File: config.mk
export PLATFORM = sky130hd
export DESIGN_NAME = tick_down_timer
export DESIGN_NICKNAME = d
export VERILOG_FILES = /design/src/rtl/tick_down_timer.sv
export SDC_FILE = /design/constraint.sdc
export NUM_CORES = 1
export LEC_CHECK = 0
export ABC_AREA = 1
export BUFFER_PORTS_ARGS = -buffer_cell sky130_fd_sc_hd__buf_2
export CORE_UTILIZATION = 50
export DETAILED_ROUTE_END_ITERATION = 10
export PLACE_DENSITY = 0.87
export SLEW_MARGIN = 20
export SYNTH_ARGS = -nofsm -noshare
export SYNTH_HDL_FRONTEND = slang
export SYNTH_SLANG_ARGS = --single-unit
File: constraint.sdc
create_clock -name clk -period 3.15 [get_ports clk]
set_input_delay 0.315 -clock clk [delete_from_list [all_inputs] [get_ports clk]]
set_output_delay 0.315 -clock clk [all_outputs]
set_load 0.1 [all_outputs]
File: src/rtl/tick_down_timer.sv
module tick_down_timer #(
  parameter int CNT_W     = 16,
  parameter int DATA_W    = 32,
  parameter int ADDR_W    = 4,
  parameter int MID_SHIFT = 4,
  parameter int TOP_SHIFT = 8
) (
  input  logic              clk,
  input  logic              rst_n,
  input  logic              psel,
  input  logic              penable,
  input  logic              pwrite,
  input  logic [ADDR_W-1:0] paddr,
  input  logic [DATA_W-1:0] pwdata,
  output logic [DATA_W-1:0] prdata,
  output logic              irq
);

  localparam int PRE_W = TOP_SHIFT;
  localparam logic [ADDR_W-1:0] OFS_START = ADDR_W'(0);
  localparam logic [ADDR_W-1:0] OFS_LIVE  = ADDR_W'(4);
  localparam logic [ADDR_W-1:0] OFS_CTRL  = ADDR_W'(8);
  localparam logic [ADDR_W-1:0] OFS_ACK   = ADDR_W'(12);
  localparam logic [CNT_W-1:0]  ALL_ONES  = '1;
  localparam logic [CNT_W-1:0]  ONE       = CNT_W'(1);

  logic [CNT_W-1:0] start_q, count_q;
  logic [PRE_W-1:0] pre_q;
  logic [1:0]       div_q;
  logic             run_q, cyc_q;
  logic             wr, start_wr, ctrl_wr, ack_wr, tick, hit_zero;

  assign wr       = psel && penable && pwrite;
  assign start_wr = wr && (paddr == OFS_START);
  assign ctrl_wr  = wr && (paddr == OFS_CTRL);
  assign ack_wr   = wr && (paddr == OFS_ACK);

  always_comb begin
    case (div_q)
      2'b00:   tick = run_q;
      2'b01:   tick = run_q && (&pre_q[MID_SHIFT-1:0]);
      default: tick = run_q && (&pre_q);
    endcase
  end

  assign hit_zero = tick && !start_wr && (count_q == ONE);

  always_ff @(posedge clk or negedge rst_n) begin
    if (!rst_n) begin
      run_q <= 1'b0;
      cyc_q <= 1'b0;
      div_q <= 2'b00;
    end else if (ctrl_wr) begin
      run_q <= pwdata[0];
      cyc_q <= pwdata[1];
      div_q <= pwdata[3:2];
    end
  end

  always_ff @(posedge clk or negedge rst_n) begin
    if (!rst_n)                  pre_q <= '0;
    else if (!run_q || start_wr) pre_q <= '0;
    else                         pre_q <= pre_q + 1'b1;
  end

  always_ff @(posedge clk or negedge rst_n) begin
    if (!rst_n) begin
      start_q <= '0;
      count_q <= '0;
    end else if (start_wr) begin
      start_q <= pwdata[CNT_W-1:0];
      count_q <= pwdata[CNT_W-1:0];
    end else if (tick) begin
      if (count_q == '0) count_q <= cyc_q ? start_q : ALL_ONES;
      else               count_q <= count_q - 1'b1;
    end
  end

  always_ff @(posedge clk or negedge rst_n) begin
    if (!rst_n)        irq <= 1'b0;
    else if (hit_zero) irq <= 1'b1;
    else if (ack_wr)   irq <= 1'b0;
  end

  always_comb begin
    prdata = '0;
    if (psel) begin
      case (paddr)
        OFS_START: prdata = DATA_W'(start_q);
        OFS_LIVE:  prdata = DATA_W'(count_q);
        OFS_CTRL:  prdata = DATA_W'({div_q, cyc_q, run_q});
        default:   prdata = '0;
      endcase
    end
  end

  p_load_r2: assert property (@(posedge clk) disable iff (!rst_n)
    start_wr |=> count_q == $past(pwdata[CNT_W-1:0]));

  p_step_r3: assert property (@(posedge clk) disable iff (!rst_n)
    run_q && div_q == 2'b00 && !start_wr && !ctrl_wr && count_q != '0
      |=> count_q == $past(count_q) - 1'b1);

  p_hold_r5: assert property (@(posedge clk) disable iff (!rst_n)
    !run_q && !start_wr |=> $stable(count_q));

  p_sticky_r6: assert property (@(posedge clk) disable iff (!rst_n)
    irq && !ack_wr |=> irq);

  p_rise_r6: assert property (@(posedge clk) disable iff (!rst_n)
    $rose(irq) |-> count_q == '0);

  p_ack_r7: assert property (@(posedge clk) disable iff (!rst_n)
    ack_wr && !hit_zero |=> !irq);

  p_wrap_r8: assert property (@(posedge clk) disable iff (!rst_n)
    tick && !cyc_q && !start_wr && count_q == '0 |=> count_q == ALL_ONES);

  p_reload_r9: assert property (@(posedge clk) disable iff (!rst_n)
    tick && cyc_q && !start_wr && count_q == '0 |=> count_q == $past(start_q));

endmodule

==> key figures, run 1 <==
Clock tree
  • Clock sinks: 45
  • CTS resizes: 0
  • CTS Hold Bufs: 0
  • Worst-Skew Late Latency: roughly 300 ps
  • Post-CTS Setup Bufs: 0
  • H-tree depth: 2
  • Clk buf depth: 2
  • TritonCTS buffer count: 5
  • CTS Root Buffer Type: clkbuf_8
  • Reg clk slew, reported paths: roughly 90 ps
  • CTS tree: built

Floorplan
  • FP Rows: 27
  • Initial Util: between 50 and 60%
  • Die Span X: roughly 80 microns
  • Die Y: about 80 microns
  • I/O pins: 74
  • Core ar.: roughly 5600 sq um
  • Die ar.: around 6300 sq um

Synthesis
  • Yosys warns: 0
  • Share of the synthesized area in the top cell type: 37.4%
  • Async set-reset flop share out of synthesis: 100%
  • Number of enable flip-flop cells after synthesis: 0
  • Avg Cell Area, Syn: between 6 and 7 sq um
  • Cells after Synth: around 440
  • Ranking of synthesized cells by area: dfrtp_1 (37%), nand2_1 (18%), inv_1 (5.5%)
  • Netlist Area Pre-Place: 3010 sq um
  • Flops & latches, synth: 45
  • Ys flop type: dfrtp_1
  • Sequential fraction of the synthesis area: 37.4%
  • Area leader, netlist: dfrtp_1
  • Synth unique cells: 33

Route
  • Final wirelength: approximately 7.5 mm
  • Initial drt markers: approximately 230
  • DRC errors left: 0
  • Vias/cell: between 5 and 6
  • Remaining antenna violation count: 0
  • Via count: between 2000 and 3000
  • DR WL/cell: 13.7 microns
  • Pre-antenna DRT Iters: 5

GRT
  • Grt total ovfl: 0
  • Global-route wire length before repair: approximately 13 mm
  • Vias in the first global route: ~2800
  • Pin count of the biggest net entering global routing: between 40 and 50
  • Global-route usage over all layers: between 20% and 30%
  • Initial antenna violation count: 0

Timing
  • Max-slew violation count: 0
  • Worst Setup Slack, final: 760 ps
  • Clock skew: approximately 3.8 ps
  • Slew margin rel.: roughly 62%
  • Setup TNS: 0 ps
  • Worst-margin pin slew: approximately 580 ps
  • Part of the cycle the worst path needs: about 76%
  • Final setup violation count: 0
  • Final Hold Fails: 0
  • F_max: 418 MHz
  • Final min period: 2390 ps
  • RSZ-0062 raised after global routing: false

Setup path
  • CP Class: input port to primary output
  • R2R Path Start: pre_q[0]
  • Reg2reg setup slack: roughly 1200 ps
  • Critical Path RT: around 2800 ps
  • CP max-delay cell: buf_2
  • Endpoint class of the critical path: primary output
  • Slowest stage delay, CP: 470 ps
  • Worst Reg2Reg Path Length in Cells: 10
  • WP data arrival: roughly 2100 ps
  • Setup crit start: paddr[1]
  • CP startpoint kind: input port
  • Worst path cell trace: buf_2 -> nor2_2 -> nand2_1 -> inv_1 -> nand2_1 -> a21oi_1 -> buf_2
  • Crit path max fanout: 12
  • Worst R2R End: count_q[9]

Placement
  • Buffers on Ports: a little over 40
  • Routability cong.: roughly 0.90
  • Pre-CTS setup slack: 876 ps
  • Dpl hpwl: approximately 5.2 mm
  • Placed instance count: between 500 and 600

Flow run
  • Max cap viols: 0

Finish
  • Layout area overhead: 9.40%
  • Leading cell type in the layout, fill and taps excluded: nand2_1
  • Antenna cell count: 0
  • Share of cells above drive strength 1: 14.6%
  • Non-filler cells, final: between 500 and 600
  • Commonest cells after routing, fill and taps aside: nand2_1 (145), dfrtp_1 (45), inv_1 (44), buf_2 (40), nor2_1 (37)
  • Final core utilization: approximately 58%
  • FILL cells: ~510
  • # nets final: between 500 and 600

Power and ir drop
  • Overall power: 2260 uW
  • IR drop worst, VDD: around 0.35 mV
  • Lkg Pwr: 0.00179 uW
  • Cell Pwr Density: approximately 690 nW/um^2

Outcome
  • Run status: finished clean

Min path
  • Worst hold path type: input port to asynchronous set/reset pin
==> cells by family (layout without fill, tap and decap cells) <==
logic type,count (synthesis),after routing,synth area share [%]
AND/OR/NAND/NOR,244,244,35.4
buffers and inverters,76,98,12.6
AO/OA/AOI/OAI,62,62,11.6
flip-flops,45,45,37.4
adder cells (fa/ha/maj),4,4,1.66
XOR/XNOR,4,4,1.16
other,1,16,0.125
==> per-stage QoR <==
stage	hold slack, ps	area, sq um
after global placement	440	3170
after floorplan	19.4	3070
after CTS	218	3290
final	14.7	3290
after detailed placement	456	3170
after global routing	48.5	3290
==> per-layer routing <==
layer  share of wire, %  GRT usage, %  wire [microns]  vias up
li1                   -             -               -     1425
met4                2.8          8.91             206        0
met5                  0             0               0        -
met2                 48          42.6            3590      142
met1                 42          33.5            3130     1383
met3                7.0          4.46             524       20
==> sequential cells by signal, summed over array words and instances, names as in the netlist <==
register  count
count_q      16
cyc_q         1
div_q         2
irq           1
pre_q         8
run_q         1
start_q      16
==> report_power, final <==
part	total, uW	switching (uW)	internal [uW]
Sequential	899	184	715
Clock	458	199	259
Combinational	904	625	280
==> synthesized netlist by cell type (all sizes together) (4+ instances only) <==
cell and count:
a21oi 25, buf 26, dfrtp 45, ha 4, inv 48, nand2 149
nand3 32, nand4 4, nor2 47, nor3 5, o211ai 4, o21ai 25
o221ai 4
==> worst max-delay path: cells and delay by family <==
kind / cells / cell delay, ps
compound gates: 1 / 250
buf+inv: 3 / 1030
simple gates: 3 / 470
==> cell type report <==
cell class                      instances  area (sq um)  share of cell area, %
Tap cell                               72          90.1                   2.74
Clock buffer                            7          86.3                   2.62
Multi-Input combinational cell        330          1560                   47.4
Inverter                               48           185                   5.63
Clock inverter                          1          30.0                  0.912
Sequential cell                        45          1130                   34.2
Timing Repair Buffer                   42           215                   6.54
==> how the worst max path moves through the flow <==
stage	endpoint	slack, ps	depth (start not counted)
after global routing	prdata[4]	710	7
after floorplan	prdata[10]	450	6
after global placement	prdata[15]	910	7
final	prdata[15]	760	7
after CTS	prdata[15]	820	7
after detailed placement	prdata[15]	880	7
Power figures use the tool's default switching activity.
==> run 2, diff against run 1 <==
clock period = 2.3 ns   (was 3.15 ns; I/O delays follow)
==> run 2 against run 1 <==
  * Cell count increased by 1.5%
  * Cell area up 7.4%
  * Count of clock-buffer cells in the layout shrank 1
  * Core utilization increased by 4.3 points
  * Flip-flop and latch count unchanged
  * Global-route usage grew 0.65 points
  * Critical path type is now flip-flop to primary output
  * Clock skew rose by 11 ps
  * Sequential share of layout area down 2.4 points
==> key figures, run 2 (synthesis gave the netlist of run 1 again) <==
Route
  • Via count: between 3000 and 4000
  • Remaining antenna violation count: 0
  • Vias/cell: ~5.4
  • Initial drt markers: about 330
  • DRC errors left: 0
  • DR WL/cell: around 13 microns
  • Final wirelength: around 7.4 mm
  • Pre-antenna DRT Iters: 5

Finish
  • Leading cell type in the layout, fill and taps excluded: nand2_1
  • Antenna cell count: 0
  • Layout area overhead: 17.5%
  • Final core utilization: between 60% and 70%
  • Commonest cells after routing, fill and taps aside: nand2_1 (145), dfrtp_1 (45), inv_1 (44), nor2_1 (37)
  • # nets final: between 500 and 600
  • FF/Latch Area: 1130 sq um
  • Share of cells above drive strength 1: between 10% and 20%
  • Top Registers: count_q: 16 flops, start_q: 16 flops, pre_q: 8 flops
  • FILL cells: 461
  • Area of the multi-input gates: roughly 1600 sq um

Placement
  • Pre-CTS setup slack: roughly 380 ps
  • Buffers on Ports: just over 40
  • Dpl hpwl: 5.27 mm
  • Routability cong.: roughly 0.87

Timing
  • Slew margin rel.: between 50 and 60%
  • Final Hold Fails: 0
  • Worst hold slack: around 160 ps
  • Worst Setup Slack, final: ~330 ps
  • F_max: about 510 MHz
  • Max-slew violation count: 0
  • Setup TNS: 0 ps
  • Clock skew: ~14 ps
  • Final setup violation count: 0
  • Final min period: 1970 ps
  • RSZ-0062 raised after global routing: false
  • Part of the cycle the worst path needs: a little under nine tenths
  • Worst-margin pin slew: slightly above 700 ps

Min path
  • Worst hold path type: input port to flip-flop

Setup path
  • CP Class: flip-flop to primary output
  • Crit path max fanout: 5
  • Endpoint class of the critical path: primary output
  • CP startpoint kind: flip-flop
  • Critical Path RT: about 2100 ps
  • WP data arrival: roughly 1700 ps

Clock tree
  • Reg clk slew, reported paths: about 90 ps
  • H-tree depth: 2
  • Post-CTS Setup Bufs: 0
  • CTS Hold Bufs: 1
  • CTS tree: built
  • Worst-Skew Late Latency: approximately 300 ps
  • CTS Root Buffer Type: clkbuf_8
  • CTS resizes: 0
  • Clk buf depth: 2
  • Clock sinks: 45
  • TritonCTS buffer count: 5

Power and ir drop
  • Lkg Pwr: between 0.0015 and 0.002 uW
  • Cell Pwr Density: a little under 900 nW/um^2
  • Sw frac: between 40% and 50%
  • IR drop worst, VDD: ~0.55 mV
  • Switch Pwr: between 1000 and 1500 uW
  • Internal Power: 1740 uW
  • Seq pwr share: between 30 and 40%
  • Combinational fraction of design power: between 40% and 50%
  • Overall power: approximately 3100 uW
  • Clock power frac: 20.1%

Floorplan
  • I/O pins: 74
  • Core ar.: approximately 5600 sq um
  • Die Y: 79.6 microns
  • Die Span X: 79.6 microns
  • Initial Util: a little over half
  • Die ar.: roughly 6300 sq um
  • FP Rows: 27

GRT
  • Pin count of the biggest net entering global routing: 29
  • Vias in the first global route: between 2000 and 3000
  • Grt total ovfl: 0
  • Global-route usage over all layers: 26.3%
  • Global-route wire length before repair: around 13 mm
  • Initial antenna violation count: 0

Outcome
  • Run status: finished clean

Flow run
  • Max cap viols: 0
## run 2: area by class of cell
class | count | share of cell area [%]
Multi-Input combinational cell | 330 | 45.4
Clock inverter | 2 | 1.06
Tap cell | 72 | 2.55
Timing Repair Buffer | 50 | 11.6
Clock buffer | 6 | 2.34
Inverter | 48 | 5.24
Sequential cell | 45 | 31.8
## run 2: critical path: stages (launching register included)
cell	delay [ps]
dfrtp_1	480
inv_1	130
o221ai_1	220
nand2_1	90
inv_1	90
buf_2	430
## run 2: metrics by stage
| stage | cell area, sq um | instances |
|---|---|---|
| after floorplan | 3110 | 451 |
| after global placement | 3410 | 544 |
| after detailed placement | 3410 | 544 |
| after CTS | 3540 | 553 |
| after global routing | 3540 | 553 |
| final | 3540 | 553 |
## run 2: layer usage
metal  wire (microns)  track usage, %  vias up  share of wire (%)
li1                 -               -     1449                  -
met5                0               0        -                  0
met4              111            8.91        0                1.5
met1             3080            33.1     1395                 41
met3              583            4.00       16                7.8
met2             3670            45.6      141                 49
## run 2: power by group through the flow
stage	combinational [uW]	clock [uW]	sequential [uW]
floorplan	1010	0	1190
global placement	1210	0	1210
detailed placement	1250	0	1230
CTS	1260	638	1210
global route	1440	668	1250
finish	1280	629	1220
## run 2: final timing paths
| kind | startpoint | endpoint | slack (ps) | depth (start not counted) |
|---|---|---|---|---|
| setup / recovery | count_q[3] | prdata[3] | 330 | 5 |
| hold / removal | pwdata[9] | start_q[9] | 160 | 3 |
| setup reg to reg | count_q[0] | count_q[12] | 340 | 10 |
| hold reg to reg | pre_q[0] | pre_q[0] | 470 | 1 |
| max in group asynchronous | rst_n | start_q[6] | 1180 | 3 |
| min in group asynchronous | rst_n | div_q[1] | 410 | 2 |
